--- src/rtl/aud_rx_pkg.sv ---
package aud_rx_pkg;

    typedef enum logic [1:0] {
        FMT_LJ    = 2'd0,
        FMT_I2S   = 2'd1,
        FMT_DSP_A = 2'd2,
        FMT_DSP_B = 2'd3
    } fmt_e;

    // Raw serial lines as sampled in the system clock domain.
    typedef struct packed {
        logic bclk;
        logic lrclk;
        logic sdata;
    } pins_t;

    // Frame-pulse framings start frames on the rising edge only.
    function automatic logic is_dsp(fmt_e f);
        return (f == FMT_DSP_A) || (f == FMT_DSP_B);
    endfunction

    // One bit of delay between reference and MSB.
    function automatic logic msb_delay(fmt_e f);
        return (f == FMT_I2S) || (f == FMT_DSP_A);
    endfunction

    // Channel carried by a frame-clock level in the two-half framings.
    function automatic logic level_is_right(fmt_e f, logic lr);
        return (f == FMT_LJ) ? ~lr : lr;
    endfunction

endpackage

--- src/rtl/aud_rx_edge.sv ---
module aud_rx_edge
    import aud_rx_pkg::*;
#(
    parameter int SYNC_STAGES = 2
) (
    input  logic  clk,
    input  logic  rst,
    input  pins_t pins_in,
    output pins_t pins_lvl,
    output logic  bclk_rise,
    output logic  lr_rise,
    output logic  lr_fall
);
    localparam int SETTLE = SYNC_STAGES + 1;
    localparam int SET_W  = $clog2(SETTLE + 1);

    pins_t [SYNC_STAGES-1:0] stage_q;
    pins_t                   prev_q;
    logic  [SET_W-1:0]       settle_q;
    logic                    ready;

    always_ff @(posedge clk) begin
        if (rst) begin
            stage_q  <= '0;
            prev_q   <= '0;
            settle_q <= '0;
        end else begin
            stage_q <= {stage_q[SYNC_STAGES-2:0], pins_in};
            prev_q  <= stage_q[SYNC_STAGES-1];
            if (settle_q != SET_W'(SETTLE))
                settle_q <= settle_q + 1'b1;
        end
    end

    // Edges are masked until the chain holds real pin values.
    always_comb begin
        ready     = (settle_q == SET_W'(SETTLE));
        pins_lvl  = stage_q[SYNC_STAGES-1];
        bclk_rise = ready &  pins_lvl.bclk  & ~prev_q.bclk;
        lr_rise   = ready &  pins_lvl.lrclk & ~prev_q.lrclk;
        lr_fall   = ready & ~pins_lvl.lrclk &  prev_q.lrclk;
    end


    bclk_rise_gap_chk: assert property (@(posedge clk) disable iff (rst)
        bclk_rise |=> !bclk_rise);

endmodule

--- src/rtl/aud_rx_framer.sv ---
module aud_rx_framer
    import aud_rx_pkg::*;
#(
    parameter int DATA_W = 32
) (
    input  logic              clk,
    input  logic              rst,
    input  fmt_e              fmt,
    input  logic [$clog2(DATA_W)-1:0] wl_m1,
    input  logic              bclk_rise,
    input  logic              lr_rise,
    input  logic              lr_fall,
    input  logic              lr_lvl,
    input  logic              sdata,
    output logic              bit_vld,
    output logic              bit_right,
    output logic [$clog2(DATA_W)-1:0] bit_idx,
    output logic              bit_last,
    output logic              bit_dat,
    output logic              frame_err
);
    localparam int IDX_W = $clog2(DATA_W);
    localparam int CNT_W = $clog2(2 * DATA_W + 2) + 1;
    localparam logic [CNT_W-1:0] POS_MAX = '1;

    logic [CNT_W-1:0] pos_q;
    logic             armed_q;
    logic             right_q;
    logic [1:0]       gap_q;
    logic             err_q;

    logic             dsp, off, ref_evt, cur_armed, cur_right, early, in_rng;
    logic [CNT_W-1:0] cur_pos, slot, rslot, wl_ext;

    always_comb begin
        dsp       = is_dsp(fmt);
        off       = msb_delay(fmt);
        ref_evt   = dsp ? lr_rise : (lr_rise | lr_fall);
        cur_pos   = ref_evt ? '0 : pos_q;
        cur_armed = armed_q | ref_evt;
        cur_right = ref_evt ? (!dsp && level_is_right(fmt, lr_lvl)) : right_q;
        wl_ext    = CNT_W'(wl_m1);
        early     = cur_pos < CNT_W'(off);
        slot      = cur_pos - CNT_W'(off);
        rslot     = slot - wl_ext - CNT_W'(1);
        in_rng    = 1'b0;
        bit_right = cur_right;
        bit_idx   = slot[IDX_W-1:0];
        if (!early) begin
            if (!dsp) begin
                in_rng = (slot <= wl_ext);
            end else if (slot <= wl_ext) begin
                in_rng    = 1'b1;
                bit_right = 1'b0;
            end else if (rslot <= wl_ext) begin
                in_rng    = 1'b1;
                bit_right = 1'b1;
                bit_idx   = rslot[IDX_W-1:0];
            end
        end
        bit_vld   = bclk_rise & cur_armed & in_rng;
        bit_last  = (bit_idx == wl_m1);
        bit_dat   = sdata;
        frame_err = err_q;
    end

    always_ff @(posedge clk) begin
        if (rst) begin
            pos_q   <= POS_MAX;
            armed_q <= 1'b0;
            right_q <= 1'b0;
            gap_q   <= 2'd2;
            err_q   <= 1'b0;
        end else begin
            pos_q   <= (bclk_rise && cur_pos != POS_MAX) ? cur_pos + 1'b1 : cur_pos;
            armed_q <= cur_armed;
            right_q <= cur_right;
            if (lr_fall)
                gap_q <= 2'd0;
            else if (bclk_rise && gap_q != 2'd2)
                gap_q <= gap_q + 1'b1;
            err_q <= dsp && lr_rise && (gap_q != 2'd2);
        end
    end


    err_one_cycle_chk: assert property (@(posedge clk) disable iff (rst)
        frame_err |=> !frame_err);


    err_dsp_only_chk: assert property (@(posedge clk) disable iff (rst)
        frame_err |-> $past(is_dsp(fmt)));

endmodule

--- src/rtl/aud_rx_assemble.sv ---
module aud_rx_assemble #(
    parameter int DATA_W = 32
) (
    input  logic                      clk,
    input  logic                      rst,
    input  logic                      bit_vld,
    input  logic                      bit_right,
    input  logic [$clog2(DATA_W)-1:0] bit_idx,
    input  logic                      bit_last,
    input  logic                      bit_dat,
    output logic [DATA_W-1:0]         left_out,
    output logic [DATA_W-1:0]         right_out,
    output logic                      pair_valid
);
    localparam logic [DATA_W-1:0] TOP_BIT = {1'b1, {(DATA_W-1){1'b0}}};

    logic [DATA_W-1:0] work_l_q, work_r_q, base, merged;
    logic              valid_q;

    // A word restarts at its MSB; later bits fill in below it.
    always_comb begin
        base       = bit_right ? work_r_q : work_l_q;
        if (bit_idx == '0)
            base = '0;
        merged     = base | (bit_dat ? (TOP_BIT >> bit_idx) : '0);
        pair_valid = valid_q;
    end

    always_ff @(posedge clk) begin
        if (rst) begin
            work_l_q  <= '0;
            work_r_q  <= '0;
            left_out  <= '0;
            right_out <= '0;
            valid_q   <= 1'b0;
        end else begin
            valid_q <= 1'b0;
            if (bit_vld) begin
                if (bit_right) begin
                    work_r_q <= merged;
                    if (bit_last) begin
                        right_out <= merged;
                        left_out  <= work_l_q;
                        valid_q   <= 1'b1;
                    end
                end else begin
                    work_l_q <= merged;
                end
            end
        end
    end


    valid_single_chk: assert property (@(posedge clk) disable iff (rst)
        pair_valid |=> !pair_valid);


    left_hold_chk: assert property (@(posedge clk) disable iff (rst)
        (left_out != $past(left_out)) |-> pair_valid);


    right_hold_chk: assert property (@(posedge clk) disable iff (rst)
        (right_out != $past(right_out)) |-> pair_valid);

endmodule

--- src/rtl/aud_serial_rx.sv ---
module aud_serial_rx
    import aud_rx_pkg::*;
#(
    parameter int DATA_W      = 32,
    parameter int SYNC_STAGES = 2
) (
    input  logic                      clk,
    input  logic                      rst,
    input  logic [1:0]                fmt_sel,
    input  logic [$clog2(DATA_W)-1:0] wl_m1,
    input  logic                      bclk_in,
    input  logic                      lrclk_in,
    input  logic                      sdata_in,
    output logic [DATA_W-1:0]         left_out,
    output logic [DATA_W-1:0]         right_out,
    output logic                      pair_valid,
    output logic                      frame_err
);
    localparam int IDX_W = $clog2(DATA_W);

    pins_t             pins_raw, pins_lvl;
    logic              bclk_rise, lr_rise, lr_fall;
    logic              bit_vld, bit_right, bit_last, bit_dat;
    logic [IDX_W-1:0]  bit_idx;

    assign pins_raw = '{bclk: bclk_in, lrclk: lrclk_in, sdata: sdata_in};

    aud_rx_edge #(.SYNC_STAGES(SYNC_STAGES)) u_edge (
        .clk       (clk),
        .rst       (rst),
        .pins_in   (pins_raw),
        .pins_lvl  (pins_lvl),
        .bclk_rise (bclk_rise),
        .lr_rise   (lr_rise),
        .lr_fall   (lr_fall)
    );

    aud_rx_framer #(.DATA_W(DATA_W)) u_framer (
        .clk       (clk),
        .rst       (rst),
        .fmt       (fmt_e'(fmt_sel)),
        .wl_m1     (wl_m1),
        .bclk_rise (bclk_rise),
        .lr_rise   (lr_rise),
        .lr_fall   (lr_fall),
        .lr_lvl    (pins_lvl.lrclk),
        .sdata     (pins_lvl.sdata),
        .bit_vld   (bit_vld),
        .bit_right (bit_right),
        .bit_idx   (bit_idx),
        .bit_last  (bit_last),
        .bit_dat   (bit_dat),
        .frame_err (frame_err)
    );

    aud_rx_assemble #(.DATA_W(DATA_W)) u_asm (
        .clk        (clk),
        .rst        (rst),
        .bit_vld    (bit_vld),
        .bit_right  (bit_right),
        .bit_idx    (bit_idx),
        .bit_last   (bit_last),
        .bit_dat    (bit_dat),
        .left_out   (left_out),
        .right_out  (right_out),
        .pair_valid (pair_valid)
    );

endmodule

--- config.mk ---
export PLATFORM = sky130hd
export DESIGN_NAME = aud_serial_rx
export DESIGN_NICKNAME = d
export VERILOG_FILES = /design/src/rtl/aud_rx_pkg.sv /design/src/rtl/aud_rx_edge.sv /design/src/rtl/aud_rx_framer.sv /design/src/rtl/aud_rx_assemble.sv /design/src/rtl/aud_serial_rx.sv
export SDC_FILE = /design/constraint.sdc
export NUM_CORES = 1
export LEC_CHECK = 0
export BUFFER_PORTS_ARGS = -buffer_cell sky130_fd_sc_hd__buf_2
export CORE_MARGIN = 4
export CORE_UTILIZATION = 45
export DETAILED_ROUTE_END_ITERATION = 7
export RECOVER_POWER = 25
export SYNTH_ARGS = -nofsm -noshare
export SYNTH_HDL_FRONTEND = slang
export SYNTH_SLANG_ARGS = --single-unit
--- constraint.sdc ---
create_clock -name clk -period 17.4 [get_ports clk]
set_input_delay 2.61 -clock clk [delete_from_list [all_inputs] [get_ports clk]]
set_output_delay 2.61 -clock clk [all_outputs]
set_load 0.02 [all_outputs]
## After elaboration in Yosys (flattened, before gate mapping)

Index checks and enable logic that the tools add are counted.
W data, S select, Z words.

| storage, ports and cells | value |
|---|---|
| bits of input ports | 12 |
| output and inout port bits | 66 |
| register bits | 152 |
| logic and storage cells | 93 |

| operators by class | value |
|---|---|
| reduce and logical (&&, ||, !) cells | 16 |
| shifts and indexed selects | 1 |
| add/sub/neg operators | 6 |
| bitwise operators | 16 |
| magnitude comparators | 3 |
| equal/unequal tests | 8 |
| muxes and demuxes | 23 |

Operators with widths:

| cell | number |
|---|---|
| $mux W32 | 3 |
| $or A32 B32 Y32 | 1 |
| $shr A32 B5 Y32 const A | 1 |
| $mux W5 | 4 |
| $le A8 B5 Y1 | 2 |
| $mux W8 | 2 |
| $mux W1 | 12 |
| $add A8 B1 Y8 const B | 1 |
| $and A1 B1 Y1 | 8 |
| $lt A8 B1 Y1 | 1 |
| $ne A8 B8 Y1 const B | 1 |
| $sub A8 B1 Y8 | 1 |
| $sub A8 B1 Y8 const B | 1 |
| $sub A8 B5 Y8 | 1 |
| $eq A2 B2 Y1 const B | 3 |
| $eq A5 B5 Y1 | 1 |
| $logic_and A1 B1 Y1 | 5 |
| $logic_not A5 Y1 | 1 |
| $not A1 Y1 | 5 |
| $add A2 B1 Y2 const B | 2 |
| $mux W2 | 2 |
| $ne A2 B2 Y1 const B | 2 |
| $reduce_and A2 Y1 | 2 |
| $reduce_and A3 Y1 | 1 |
| other kinds (8) | 10 |

## Longest topological paths before layout

Gate-level depths: netlist of the first run.

| logic depth | value |
|---|---|
| depth after elaboration | 17 |
| depth in mapped cells | 28 |
| mapped depth without buffers | 24 |

## Cells and area by module

Synthesis of the first run repeated with hierarchy kept, for this count alone.

| unflattened totals | value |
|---|---|
| cell total of the unflattened synthesis | 824 |
| area, all modules | 7,639.8 um2 |

By module, submodules not included:

| module | seq. area each (um2) | area each (um2) | times used | cells an instance |
|---|---|---|---|---|
| aud_rx_assemble | 2,582.5 | 5,674.2 | 1 | 596 |
| aud_rx_framer | 260.2 | 1,624.1 | 1 | 197 |
| aud_rx_edge | 200.2 | 341.6 | 1 | 31 |

## Worst setup path after synthesis of the first run

Ideal clock, no wire load.

| path | value |
|---|---|
| path kind | input-to-reg |
| from | input port fmt_sel[0] |
| to | register u_asm.left_out[31] |
| stages | 26 |
| data arrival time | 8,014 ps |
| path buffers | 4 |
| required time | 17,268 ps |
| library setup time | 132 ps |
| slack | 9,253 ps |
| cell sequence | inv_1 > ha_1 > nor4b_1 > o21ai_1 > clkbuf_1 > nand2_1 > ha_1 > ha_1 > clkbuf_1 > xnor2_1 > ha_1 > a21oi_1 > xnor2_1 > ha_1 > a21oi_1 > o21ai_0 > a21oi_1 > o21ai_0 > or4_4 > buf_6 > or4_1 > nand3_2 > nand3_1 > buf_2 > o21ai_0 > a21oi_1 |

| between the ends | value |
|---|---|
| cells in the longest elaborated chain, start to end | 14 |
| elaborated cells on any way between the ends | 35 |
| classes of those cells | add/sub: 3; order compare: 3; eq/ne: 4; mux: 16; bitwise: 3; reduce/logical: 6 |

Ends and longest elaborated chain:

| element | line | source |
|---|---|---|
| start, declared | aud_serial_rx.sv:9 | `input logic [1:0] fmt_sel,` |
| $eq A2 B2 Y1, on equally long branches | aud_rx_pkg.sv:19, aud_rx_pkg.sv:24 |  |
| $logic_or A1 B1 Y1 | aud_rx_pkg.sv:19 | `return (f == FMT_DSP_A) \|\| (f == FMT_DSP_B);` |
| $mux W1 | aud_rx_framer.sv:38 | `ref_evt = dsp ? lr_rise : (lr_rise \| lr_fall);` |
| $mux W8 | aud_rx_framer.sv:39 | `cur_pos = ref_evt ? '0 : pos_q;` |
| $sub A8 B1 Y8 | aud_rx_framer.sv:44 | `slot = cur_pos - CNT_W'(off);` |
| $sub A8 B5 Y8 | aud_rx_framer.sv:45 | `rslot = slot - wl_ext - CNT_W'(1);` |
| $sub A8 B1 Y8 | aud_rx_framer.sv:45 |  |
| $le A8 B5 Y1 | aud_rx_framer.sv:55 | `end else if (rslot <= wl_ext) begin` |
| $mux W5 / $mux W1 (equally long branches) | aud_rx_framer.sv:55 |  |
| $mux W5 / $mux W1 (equally long branches) | aud_rx_framer.sv:52 | `end else if (slot <= wl_ext) begin` |
| $mux W5 / $mux W1 (equally long branches) | aud_rx_framer.sv:50 | `if (!dsp) begin` |
| $mux W5 / $mux W1 (equally long branches) | aud_rx_framer.sv:49 | `if (!early) begin` |
| $eq A5 B5 Y1 / $and A1 B1 Y1 (equally long branches) | aud_rx_framer.sv:62, aud_rx_framer.sv:61 |  |
| $reduce_and A3 Y1 (no source line) (*) | - |  |
| end signal, assigned | aud_rx_assemble.sv:43 | `left_out <= work_l_q;` |
| end, declared | aud_rx_assemble.sv:11 | `output logic [DATA_W-1:0] left_out,` |

Mark *: on every way between the ends. The rest lies on a longest branch, timed or not.
A chain may end at the register's enable or synchronous reset.

## Worst setup path in the final report of the first run

| path | value |
|---|---|
| from | input port fmt_sel[0] |
| to | register u_asm.left_out[16] |

The elaborated chain is that of the path after synthesis.

==> flow_summary.json, run 1 <==
{
  "outcome": "finished with violations",
  "failed_checks": "capacitance limit, slew limit",
  "post_drt_via_cell_ratio": 5.66,
  "die_area_um2": 18900,
  "clock-root-buffer": "sky130_fd_sc_hd__clkbuf_16",
  "drc_errors": 0,
  "rsz0062_at_grt": "no",
  "hold_end": "u_edge.pins_lvl[2]",
  "finalClockSkew_ps": 6.64,
  "die_height_um": 138,
  "dieWidth_um": 138,
  "mappedNetlistNets": 938,
  "drtPass1Iterations": 5,
  "finalPower_uw": 751,
  "path_cells": "buf_2 > inv_1 > ha_1 > nor4b_1 > o21ai_1 > buf_4 > nand2_1 > ha_1 > ha_1 > xnor2_1 > ha_1 > a21oi_1 > xnor2_1 > ha_1 > a21oi_1 > o21ai_0 > a21oi_1 > o21ai_0 > nor4_4 > o21a_2 > nand3_2 > buf_4 > o21ai_0 > a21oi_1",
  "p_leak_nw": 3.18,
  "tritoncts": "done",
  "crit_path_end_kind": "flop",
  "synth_area_leader_cell": "sky130_fd_sc_hd__dfxtp_1",
  "worst_setup_path_start_kind": "input port",
  "clkTransAtPathRegs_ps": 60,
  "maximum_number_of_pins_on_one_net_before_global_route_repair": 81,
  "synthesis.area_um2": 7550,
  "final_cell_count_no_fill": 1167,
  "drt-wirelength-per-cell_um": 16.6,
  "yosysSeqAreaShare_pct": 40.3,
  "critical_path.top_delay_family": "simple AND/OR/NAND/NOR gates",
  "grt_overflow": 0,
  "cts_setup_buffers": 0,
  "placed_area_um2": 7880,
  "layout_worst_path_cycle_share_pct": 56.9,
  "vdd_ir_drop_max_v": 0.0000722,
  "critical_path_required_ps": 17550,
  "cts.repair.resized": 0,
  "first_pass_grt_wire_length_um": 31600,
  "post-dp-hpwl_um": 12400,
  "r2r_slack_ps": 9670,
  "drive_above_1_share_pct": 8.76,
  "global_route.usage.total_pct": 20.7,
  "filler_cell_count": 1613,
  "global_placement_routability_congestion": 0.876,
  "maxSlewViolCount": 81,
  "syn-mean-instance-area_um2": 8.34,
  "drt-total-wl_um": 19300,
  "final_layout_setup_total_negative_slack_ps": 0,
  "timing.fmax_mhz": 101,
  "hold-path-cell-count": 1,
  "final_net_count": 969,
  "cp_slowest_stage_delay_ps": 1010,
  "worst-endpoint-arrival_ps": 10050,
  "drt_first_iter_violations": 599,
  "final_period_minus_worst_setup_slack_ps": 9900,
  "synthCells": 906,
  "ant_nets": 0,
  "synth-seq-cells": 152,
  "h-tree-depth": 4,
  "worst-path-buf-inv": 4,
  "cellPowerDensity_nw_per_um2": 89.8,
  "cts.path.max_buffers": 2,
  "worst_hold_path_type": "flop to flop",
  "report.final.setup_viol": 0,
  "port-buffer-count": 77,
  "first_global_vias": 6120,
  "finalInstanceArea_um2": 8350,
  "synthDistinctLibCells": 60,
  "netlist_top_cells_area": "sky130_fd_sc_hd__dfxtp_1 (40%), sky130_fd_sc_hd__mux2i_1 (9.0%), sky130_fd_sc_hd__nor3_1 (6.6%)",
  "reg2regPathDepth": 21,
  "slew_headroom_pct": -120,
  "cp_slowest_cell": "sky130_fd_sc_hd__o21a_2",
  "synth_ff_type": "sky130_fd_sc_hd__dfxtp_1",
  "r2r-end": "u_asm.left_out[16]",
  "antenna_found_initial": 0,
  "cts_inserted_buffers": 17,
  "multiInputGateArea_um2": 4020,
  "final-hold-violation-count": 0,
  "worst_slew_pin_slew_ps": 3300,
  "maxCapViolCount": 1,
  "effective_utilization_at_floorplan_pct": 45.7,
  "io_pins": 78,
  "n_antenna_cell": 0,
  "synth_top_cells_by_count": "sky130_fd_sc_hd__dfxtp_1 (152), sky130_fd_sc_hd__nor2_1 (115), sky130_fd_sc_hd__nor3_1 (99), sky130_fd_sc_hd__a21oi_1 (78), sky130_fd_sc_hd__mux2i_1 (68)",
  "core_area_um2": 16500,
  "postCtsHoldBufs": 0,
  "synth_edf_count": 0,
  "synth.top_cell.area_share_pct": 40.3,
  "number_of_standard_cell_rows_in_the_floorplan": 47,
  "cts_sinks": 152,
  "holdCritStartpoint": "u_edge.stage_q[2]",
  "worst_skew_pair.late_latency_ps": 420,
  "layout.area.seq_um2": 3040,
  "r2r-start": "u_edge.pins_lvl[1]",
  "asyncSetResetFlopFracSynth_pct": 0,
  "dp_cells": 1138,
  "yosys.cell_count.top_type": "sky130_fd_sc_hd__dfxtp_1",
  "synthesis.yosys.warnings": 0,
  "area.growth.synth_to_final_pct": 10.6,
  "path_common_cell": "sky130_fd_sc_hd__ha_1",
  "worst-path-max-fanout": 35,
  "num_vias": 6604,
  "timing.setup.critical_path_class": "input port to flop"
}
==> state kept, by name, indices dropped and copies added, names as in the netlist <==
signal              cells
u_asm.work_r_q         32
u_edge.stage_q          3
u_framer.right_q        1
u_asm.pair_valid        1
u_framer.armed_q        1
u_framer.frame_err      1
u_framer.pos_q          8
u_edge.prev_q           2
u_asm.work_l_q         32
u_framer.gap_q          2
u_asm.left_out         32
u_asm.right_out        32
u_edge.pins_lvl         3
u_edge.settle_q         2
==> worst register-to-register path, delay by kind of cell (launching register included) <==
| family | cells | cell delay, ps |
|---|---|---|
| compound gates | 9 | 2030 |
| buf+inv | 2 | 720 |
| flops | 1 | 370 |
| xor+xnor | 2 | 730 |
| fa+ha+maj | 4 | 1450 |
| simple gates | 4 | 2150 |
==> kinds of logic (layout without fill, tap and decap cells) <==
group / after synthesis / count (layout) / synth area share [%]
and+or+nand+nor: 336 / 336 / 21.9
AOI/OAI and AO/OA: 219 / 219 / 16.9
DFF: 152 / 152 / 40.3
buffers and inverters: 96 / 137 / 6.72
muxes: 68 / 68 / 9.01
adders and majority gates: 20 / 20 / 3.41
xor gates and xnor gates: 15 / 15 / 1.74
==> report_power, final <==
group / leakage [nW] / total [mW] / switching, mW / internal, mW
sequential: 1.23 / 0.353 / 0.00210 / 0.351
clock: 0.263 / 0.340 / 0.135 / 0.205
combinational: 1.69 / 0.0581 / 0.0394 / 0.0187
==> routing by layer <==
metal / GRT usage, % / vias up / share of wire [%]
met4: 6.76 / 0 / 1.7
met3: 4.57 / 29 / 5.6
met5: 0 / - / 0
met2: 30.8 / 162 / 44
li1: - / 3313 / -
met1: 29.8 / 3100 / 49
==> cells in the final DEF (no fill, tap or decap), types with 3 or more instances in the layout <==
cell and n:
sky130_fd_sc_hd__nor2_1 115, sky130_fd_sc_hd__inv_1 20, sky130_fd_sc_hd__a211oi_1 15, sky130_fd_sc_hd__buf_2 35
sky130_fd_sc_hd__xor2_1 3, sky130_fd_sc_hd__nand2_1 19, sky130_fd_sc_hd__xnor2_1 12, sky130_fd_sc_hd__a211o_1 4
sky130_fd_sc_hd__or4_1 4, sky130_fd_sc_hd__nand4_1 8, sky130_fd_sc_hd__dfxtp_1 152, sky130_fd_sc_hd__mux2i_1 68
sky130_fd_sc_hd__nand3_1 38, sky130_fd_sc_hd__clkbuf_16 17, sky130_fd_sc_hd__nand2b_1 4, sky130_fd_sc_hd__a21o_1 5
sky130_fd_sc_hd__clkbuf_8 3, sky130_fd_sc_hd__nand3_2 4, sky130_fd_sc_hd__o21ai_0 53, sky130_fd_sc_hd__clkinv_2 3
sky130_fd_sc_hd__and3_1 5, sky130_fd_sc_hd__clkbuf_1 47, sky130_fd_sc_hd__buf_4 9, sky130_fd_sc_hd__a21oi_1 78
sky130_fd_sc_hd__nor3_1 99, sky130_fd_sc_hd__o22ai_1 33, sky130_fd_sc_hd__nor4b_1 3, sky130_fd_sc_hd__o21ai_1 8
sky130_fd_sc_hd__o21a_1 4, sky130_fd_sc_hd__nand3b_1 4, sky130_fd_sc_hd__nor2b_1 15, sky130_fd_sc_hd__ha_1 19
sky130_fd_sc_hd__nor4_1 3
==> per-stage QoR <==
stage | setup WS, ps | hold WS [ps] | utilization, %
finish | 7500 | 436 | 50.6
global route | 6810 | 460 | 50.6
CTS | 7660 | 438 | 50.9
detailed placement | 7220 | 425 | 47.7
global placement | 7460 | 420 | 47.7
floorplan | 9250 | 414 | -
==> worst max-delay path by stage <==
| stage | to | from | cells after the start | slack [ps] |
|---|---|---|---|---|
| global route | u_asm.left_out[17] | fmt_sel[0] | 24 | 6810 |
| global placement | u_asm.right_out[1] | fmt_sel[0] | 24 | 7460 |
| CTS | u_asm.right_out[9] | fmt_sel[0] | 24 | 7660 |
| detailed placement | u_asm.right_out[9] | fmt_sel[0] | 24 | 7220 |
| finish | u_asm.left_out[16] | fmt_sel[0] | 24 | 7500 |
| floorplan | u_asm.left_out[31] | fmt_sel[0] | 26 | 9250 |
==> layout make-up <==
class	instances	area share [%]
inverters	22	0.988
well taps	220	3.29
flip-flops and latches	152	36.4
clock buffers	25	5.81
clock inverters	4	0.539
multi-input cells	658	48.2
repair buffers	86	4.79
No activity file was read; power rests on OpenSTA's default activity.
==> inputs of run 2 (changes only) <==
==> constraint.sdc (replaced) <==
create_clock -name clk -period 9.3 [get_ports clk]
set_input_delay 1.395 -clock clk [delete_from_list [all_inputs] [get_ports clk]]
set_output_delay 1.395 -clock clk [all_outputs]
set_load 0.02 [all_outputs]
==> run 2 against run 1 <==
The run still ends with capacitance limit, slew limit left. Global-route usage up 0.86 points. Count of clock-buffer cells in the layout down 8. Wire length up 4.2%. Power up 100%. Highest routed layer unchanged.
==> flow_summary.json, run 2 (synthesized netlist as in run 1, its figures left out) <==
{
  "effective_utilization_at_floorplan_pct": 45.7,
  "dieWidth_um": 138,
  "worst_slew_pin_slew_ps": 2150,
  "worst_hold_path_type": "flop to flop",
  "global_route.usage.met2_pct": 32.2,
  "postCtsHoldBufs": 0,
  "final-hold-violation-count": 0,
  "drtPass1Iterations": 6,
  "timing.fmax_mhz": 130,
  "worst-path-max-fanout": 30,
  "number_of_standard_cell_rows_in_the_floorplan": 47,
  "clock-root-buffer": "sky130_fd_sc_hd__clkbuf_16",
  "drt-total-wl_um": 20100,
  "drc_errors": 0,
  "cts_inserted_buffers": 17,
  "die_height_um": 138,
  "timing.setup.critical_path_class": "input port to flop",
  "layout_worst_path_cycle_share_pct": 82.6,
  "layout_common_cells": "sky130_fd_sc_hd__dfxtp_1 (152), sky130_fd_sc_hd__nor2_1 (115), sky130_fd_sc_hd__nor3_1 (99), sky130_fd_sc_hd__a21oi_1 (78), sky130_fd_sc_hd__mux2i_1 (68)",
  "finalClockSkew_ps": 9.93,
  "failed_checks": "capacitance limit, slew limit",
  "area.growth.synth_to_final_pct": 12.6,
  "timing.critical_path.from": "fmt_sel[0]",
  "layout.area.seq_um2": 3040,
  "outcome": "finished with violations",
  "met1_usage_pct": 30.8,
  "crit_path_end_kind": "flop",
  "maximum_number_of_pins_on_one_net_before_global_route_repair": 104,
  "clkTransAtPathRegs_ps": 60,
  "global_placement_routability_congestion": 0.875,
  "core_area_um2": 16500,
  "die_area_um2": 18900,
  "drive_above_1_share_pct": 10.3,
  "reg2regPathDepth": 22,
  "report.final.setup_viol": 0,
  "rsz0062_at_grt": "no",
  "cts.repair.resized": 0,
  "port-buffer-count": 77,
  "worst_skew_pair.late_latency_ps": 430,
  "final_period_minus_worst_setup_slack_ps": 7680,
  "cellPowerDensity_nw_per_um2": 177,
  "first_pass_grt_wire_length_um": 32600,
  "grt_use_met3_pct": 4.35,
  "post-dp-hpwl_um": 13000,
  "setup.worst_path.end": "u_asm.right_out[7]",
  "vdd_ir_drop_max_v": 0.000144,
  "tritoncts": "done",
  "finalPower_mw": 1.50,
  "final_layout_setup_total_negative_slack_ps": 0,
  "cts.path.max_buffers": 2,
  "cts_setup_buffers": 0,
  "antenna_found_initial": 0,
  "r2r-start": "u_edge.pins_lvl[1]",
  "worst_setup_path_start_kind": "input port",
  "final_net_count": 976,
  "r2r_slack_ps": 2580,
  "p_leak_nw": 3.25,
  "global_route.usage.total_pct": 21.6,
  "maxCapViolCount": 1,
  "filler_cell_count": 1605,
  "cts_sinks": 152,
  "drt_first_iter_violations": 543,
  "multiInputGateArea_um2": 4030,
  "r2r-end": "u_asm.right_out[7]",
  "io_pins": 78,
  "num_vias": 6709,
  "grt_overflow": 0,
  "drt-wirelength-per-cell_um": 17.1,
  "ant_nets": 0,
  "post_drt_via_cell_ratio": 5.70,
  "n_antenna_cell": 0,
  "maxSlewViolCount": 52,
  "most_common_cell_after_layout_fill_and_taps_aside": "sky130_fd_sc_hd__dfxtp_1",
  "slew_headroom_pct": -43.3,
  "top_usage_layer": "met2",
  "h-tree-depth": 4,
  "critical_path_required_ps": 9570,
  "worst-endpoint-arrival_ps": 7950,
  "first_global_vias": 6280
}
-- run 2: cell count changes in the layout (fill, tap and decap cells not counted), sizes merged --
cell,change
clkinvlp,+3
buf,+7
clkinv,+1
inv,+4
clkbuf,-8
bufinv,+3
-- run 2: how the worst min path moves through the flow --
stage	start	endpoint	slack [ps]	cells after the start
2_1_floorplan	u_edge.stage_q[0]	u_edge.pins_lvl[0]	410	1
3_3_place_gp	u_edge.stage_q[2]	u_edge.pins_lvl[2]	420	1
3_5_place_dp	u_edge.stage_q[1]	u_edge.pins_lvl[1]	420	1
4_1_cts	u_edge.stage_q[1]	u_edge.pins_lvl[1]	440	1
5_1_grt	u_edge.stage_q[1]	u_edge.pins_lvl[1]	460	1
6_report	u_edge.stage_q[1]	u_edge.pins_lvl[1]	440	1
-- run 2: report_power, final --
part | leakage [nW] | internal, mW | switching [mW] | total, mW
clock | 0.300 | 0.450 | 0.283 | 0.733
sequential | 1.23 | 0.656 | 0.00415 | 0.660
combinational | 1.73 | 0.0361 | 0.0750 | 0.111
-- run 2: metal layers --
layer	vias to the layer above	wire [µm]
met5	-	0
met4	0	368
met3	27	1020
met2	181	8970
met1	3184	9760
li1	3317	-
-- run 2: layout make-up --
type / instances / share of cell area [%]
clock buffers: 17 / 5.00
clock inverters: 15 / 2.32
inverters: 22 / 0.971
multi-input cells: 658 / 47.4
flip-flops and latches: 152 / 35.8
well taps: 220 / 3.24
repair buffers: 93 / 5.33
-- run 2: per-stage QoR --
stage | area [µm²] | util, % | instances | worst slack (ps) | hold WS (ps)
floorplan | 7550 | - | 906 | 2370 | 414
global placement | 7940 | 48.0 | 1145 | 1330 | 417
detailed placement | 7940 | 48.0 | 1145 | 1220 | 423
CTS | 8560 | 51.8 | 1177 | 1670 | 438
global route | 8500 | 51.5 | 1177 | 938 | 458
finish | 8500 | 51.5 | 1177 | 1620 | 436
-- run 2: worst max-delay path: stages --
cell and delay (ps):
sky130_fd_sc_hd__buf_2 90, sky130_fd_sc_hd__inv_1 60, sky130_fd_sc_hd__ha_1 200, sky130_fd_sc_hd__nor4b_1 380
sky130_fd_sc_hd__o21ai_1 100, sky130_fd_sc_hd__buf_4 210, sky130_fd_sc_hd__nand2_1 100, sky130_fd_sc_hd__ha_1 290
sky130_fd_sc_hd__ha_1 370, sky130_fd_sc_hd__xnor2_1 240, sky130_fd_sc_hd__ha_1 450, sky130_fd_sc_hd__a21oi_1 110
sky130_fd_sc_hd__xnor2_1 450, sky130_fd_sc_hd__ha_1 360, sky130_fd_sc_hd__a21oi_1 130, sky130_fd_sc_hd__o21ai_0 100
sky130_fd_sc_hd__a21oi_1 140, sky130_fd_sc_hd__o21ai_0 190, sky130_fd_sc_hd__nor4_4 500, sky130_fd_sc_hd__nand2_1 300
sky130_fd_sc_hd__o311ai_1 430, sky130_fd_sc_hd__nand3_2 620, sky130_fd_sc_hd__buf_4 450, sky130_fd_sc_hd__nor3_1 220
sky130_fd_sc_hd__nor3_1 70
==> inputs of run 3 (changes only) <==
--- a/config.mk
+++ b/config.mk
@@ -5,6 +5,7 @@
 export SDC_FILE = /design/constraint.sdc
 export NUM_CORES = 1
 export LEC_CHECK = 0
+export ABC_AREA = 1
 export BUFFER_PORTS_ARGS = -buffer_cell sky130_fd_sc_hd__buf_2
 export CORE_MARGIN = 4
 export CORE_UTILIZATION = 45
==> constraint.sdc (replaced) <==
create_clock -name clk -period 7.5 [get_ports clk]
set_input_delay 1.125 -clock clk [delete_from_list [all_inputs] [get_ports clk]]
set_output_delay 1.125 -clock clk [all_outputs]
set_load 0.02 [all_outputs]
==> run 3 against run 2 <==
The flow still finishes with violations (capacitance limit, slew limit). Worst hold slack worse by 34 ps. Design area rose by 8.6%. Count of clock-buffer cells in the layout up 5. Combinational power rose by 12%. Wire length is 2.4% lower. Sequential share of layout area down 2.8 points. First-iteration DRC count down 16%. Largest power group unchanged.
==> flow_summary.json, run 3 <==
{
  "maximum_number_of_pins_on_one_net_before_global_route_repair": 79,
  "synth_edf_count": 0,
  "finalClockSkew_ps": 11.1,
  "number_of_standard_cell_rows_in_the_floorplan": 49,
  "h-tree-depth": 4,
  "timing.fmax_mhz": 159,
  "worst-endpoint-arrival_ps": 6600,
  "die_height_um": 143,
  "postCtsHoldBufs": 0,
  "worst_slew_pin_slew_ps": 3740,
  "yosysSeqAreaShare_pct": 36.9,
  "synthCells": 1318,
  "yosys.cell_count.top_type": "sky130_fd_sc_hd__nand2_1",
  "synth_ff_type": "sky130_fd_sc_hd__dfxtp_1",
  "final_period_minus_worst_setup_slack_ps": 6290,
  "drc_errors": 0,
  "n_antenna_cell": 0,
  "dieWidth_um": 143,
  "tritoncts": "done",
  "cts_sinks": 152,
  "antenna_found_initial": 0,
  "first_global_vias": 7021,
  "synth-seq-cells": 152,
  "ant_nets": 0,
  "cp_slowest_cell": "sky130_fd_sc_hd__inv_2",
  "synthDistinctLibCells": 38,
  "first_pass_grt_wire_length_um": 33500,
  "mappedNetlistNets": 1350,
  "drtPass1Iterations": 5,
  "outcome": "finished with violations",
  "synth_top_cells_by_count": "sky130_fd_sc_hd__nand2_1 (355), sky130_fd_sc_hd__nor2_1 (231), sky130_fd_sc_hd__inv_1 (219), sky130_fd_sc_hd__dfxtp_1 (152), sky130_fd_sc_hd__nand3_1 (90)",
  "cts.repair.resized": 0,
  "post-dp-hpwl_um": 13100,
  "failed_checks": "capacitance limit, slew limit",
  "area.growth.synth_to_final_pct": 11.9,
  "p_leak_nw": 4.99,
  "vdd_ir_drop_max_v": 0.000165,
  "global_placement_routability_congestion": 0.915,
  "drt-total-wl_um": 19600,
  "m1WireLength_um": 9700,
  "final_critical_path_setup_slack_ps": 1210,
  "worst_setup_path_start_kind": "input port",
  "cts_setup_buffers": 0,
  "layout_worst_path_cycle_share_pct": 83.8,
  "grt_overflow": 0,
  "asyncSetResetFlopFracSynth_pct": 0,
  "report.final.setup_viol": 0,
  "post_drt_via_cell_ratio": 4.77,
  "effective_utilization_at_floorplan_pct": 45.8,
  "worst_skew_pair.late_latency_ps": 420,
  "clkTransAtPathRegs_ps": 60,
  "cts_inserted_buffers": 17,
  "worst-path-max-fanout": 32,
  "synthesis.area_um2": 8250,
  "synth_area_leader_cell": "sky130_fd_sc_hd__dfxtp_1",
  "rsz0062_at_grt": "no",
  "crit_path_end_kind": "flop",
  "detailed_route_wirelength_on_metal3_um": 766,
  "critical_path_required_ps": 7810,
  "global_route.usage.total_pct": 19.7,
  "finalPower_mw": 1.79,
  "final-hold-violation-count": 0,
  "netlist_top_cells_area": "sky130_fd_sc_hd__dfxtp_1 (37%), sky130_fd_sc_hd__nand2_1 (16%), sky130_fd_sc_hd__nor2_1 (11%)",
  "core_area_um2": 18000,
  "final_layout_setup_total_negative_slack_ps": 0,
  "maxSlewViolCount": 79,
  "num_vias": 7644,
  "syn-mean-instance-area_um2": 6.26,
  "timing.setup.critical_path_class": "input port to flop",
  "path_common_cell": "sky130_fd_sc_hd__nand2_1",
  "worst_hold_path_type": "flop to flop",
  "cts.path.max_buffers": 2,
  "clock-root-buffer": "sky130_fd_sc_hd__clkbuf_16",
  "maxCapViolCount": 1,
  "synthesis.yosys.warnings": 0,
  "layout_common_cells": "sky130_fd_sc_hd__nand2_1 (355), sky130_fd_sc_hd__nor2_1 (230), sky130_fd_sc_hd__inv_1 (219), sky130_fd_sc_hd__dfxtp_1 (152), sky130_fd_sc_hd__nand3_1 (90)",
  "cp_slowest_stage_delay_ps": 480,
  "final_net_count": 1396,
  "top_layer_used": "met4",
  "synth.top_cell.area_share_pct": 36.9,
  "drive_above_1_share_pct": 8.00,
  "drt-wirelength-per-cell_um": 12.2,
  "filler_cell_count": 1887,
  "io_pins": 78,
  "dr_wl_met2_um": 8980,
  "cellPowerDensity_nw_per_um2": 194,
  "layout.core_utilization_pct": 51.2,
  "port-buffer-count": 77,
  "finalHoldWorstSlack_ps": 402,
  "preCtsSetupSlack_ps": 853,
  "slew_headroom_pct": -149,
  "drt_first_iter_violations": 458,
  "die_area_um2": 20600,
  "most_common_cell_after_layout_fill_and_taps_aside": "sky130_fd_sc_hd__nand2_1"
}
[run 3: stage by stage]
stage / area [µm²] / std cells
CTS: 9290 / 1604
detailed placement: 8710 / 1574
finish: 9240 / 1604
floorplan: 8250 / 1318
global route: 9240 / 1604
global placement: 8710 / 1574
[run 3: layout make-up]
cell class / count / area, µm² / area share, %
clock buffers: 22 / 454 / 4.92
repair buffers: 88 / 413 / 4.47
multi-input cells: 879 / 4070 / 44.0
inverters: 226 / 848 / 9.18
clock inverters: 8 / 124 / 1.34
flip-flops and latches: 152 / 3040 / 32.9
well taps: 229 / 287 / 3.10
[run 3: cell families (layout without fill, tap and decap cells)]
| kind of cell | count (synthesis) | in the layout | synth area share, % |
|---|---|---|---|
| adder cells (fa/ha/maj) | 20 | 20 | 3.12 |
| XOR/XNOR | 6 | 6 | 0.637 |
| AO/OA/AOI/OAI | 102 | 102 | 6.72 |
| AND/OR/NAND/NOR | 751 | 751 | 38.6 |
| flip-flops | 152 | 152 | 36.9 |
| buffers and inverters | 287 | 344 | 14.0 |
[run 3: report_power, final]
group          leakage (nW)  internal (mW)  total, mW  switching (mW)
logic                  3.49         0.0342      0.124          0.0900
clock network         0.276          0.528      0.855           0.327
registers              1.23          0.813      0.816         0.00333
total                  4.99           1.37       1.79           0.420
[run 3: path summary, 6_finish.rpt]
check	endpoint	cells after the start	start	slack, ps
hold / removal	u_edge.pins_lvl[0]	2	u_edge.stage_q[0]	400
setup / recovery	u_asm.work_l_q[13]	38	fmt_sel[0]	1210
hold reg to reg	u_edge.pins_lvl[0]	2	u_edge.stage_q[0]	400
setup reg to reg	u_asm.work_l_q[13]	38	u_edge.settle_q[0]	1670
[run 3: routing by layer]
metal / track usage [%] / up-vias
li1: - / 4118
met1: 27.3 / 3383
met2: 31.8 / 132
met3: 4.03 / 11
met4: 4.61 / 0
met5: 0 / -
[run 3: worst max-delay path, delay by kind of cell]
family,cells,cell delay [ps]
AND/OR/NAND/NOR,17,1920
AO/OA/AOI/OAI,5,670
XOR/XNOR,1,140
buffers and inverters,10,1420
adder cells (fa/ha/maj),5,1310
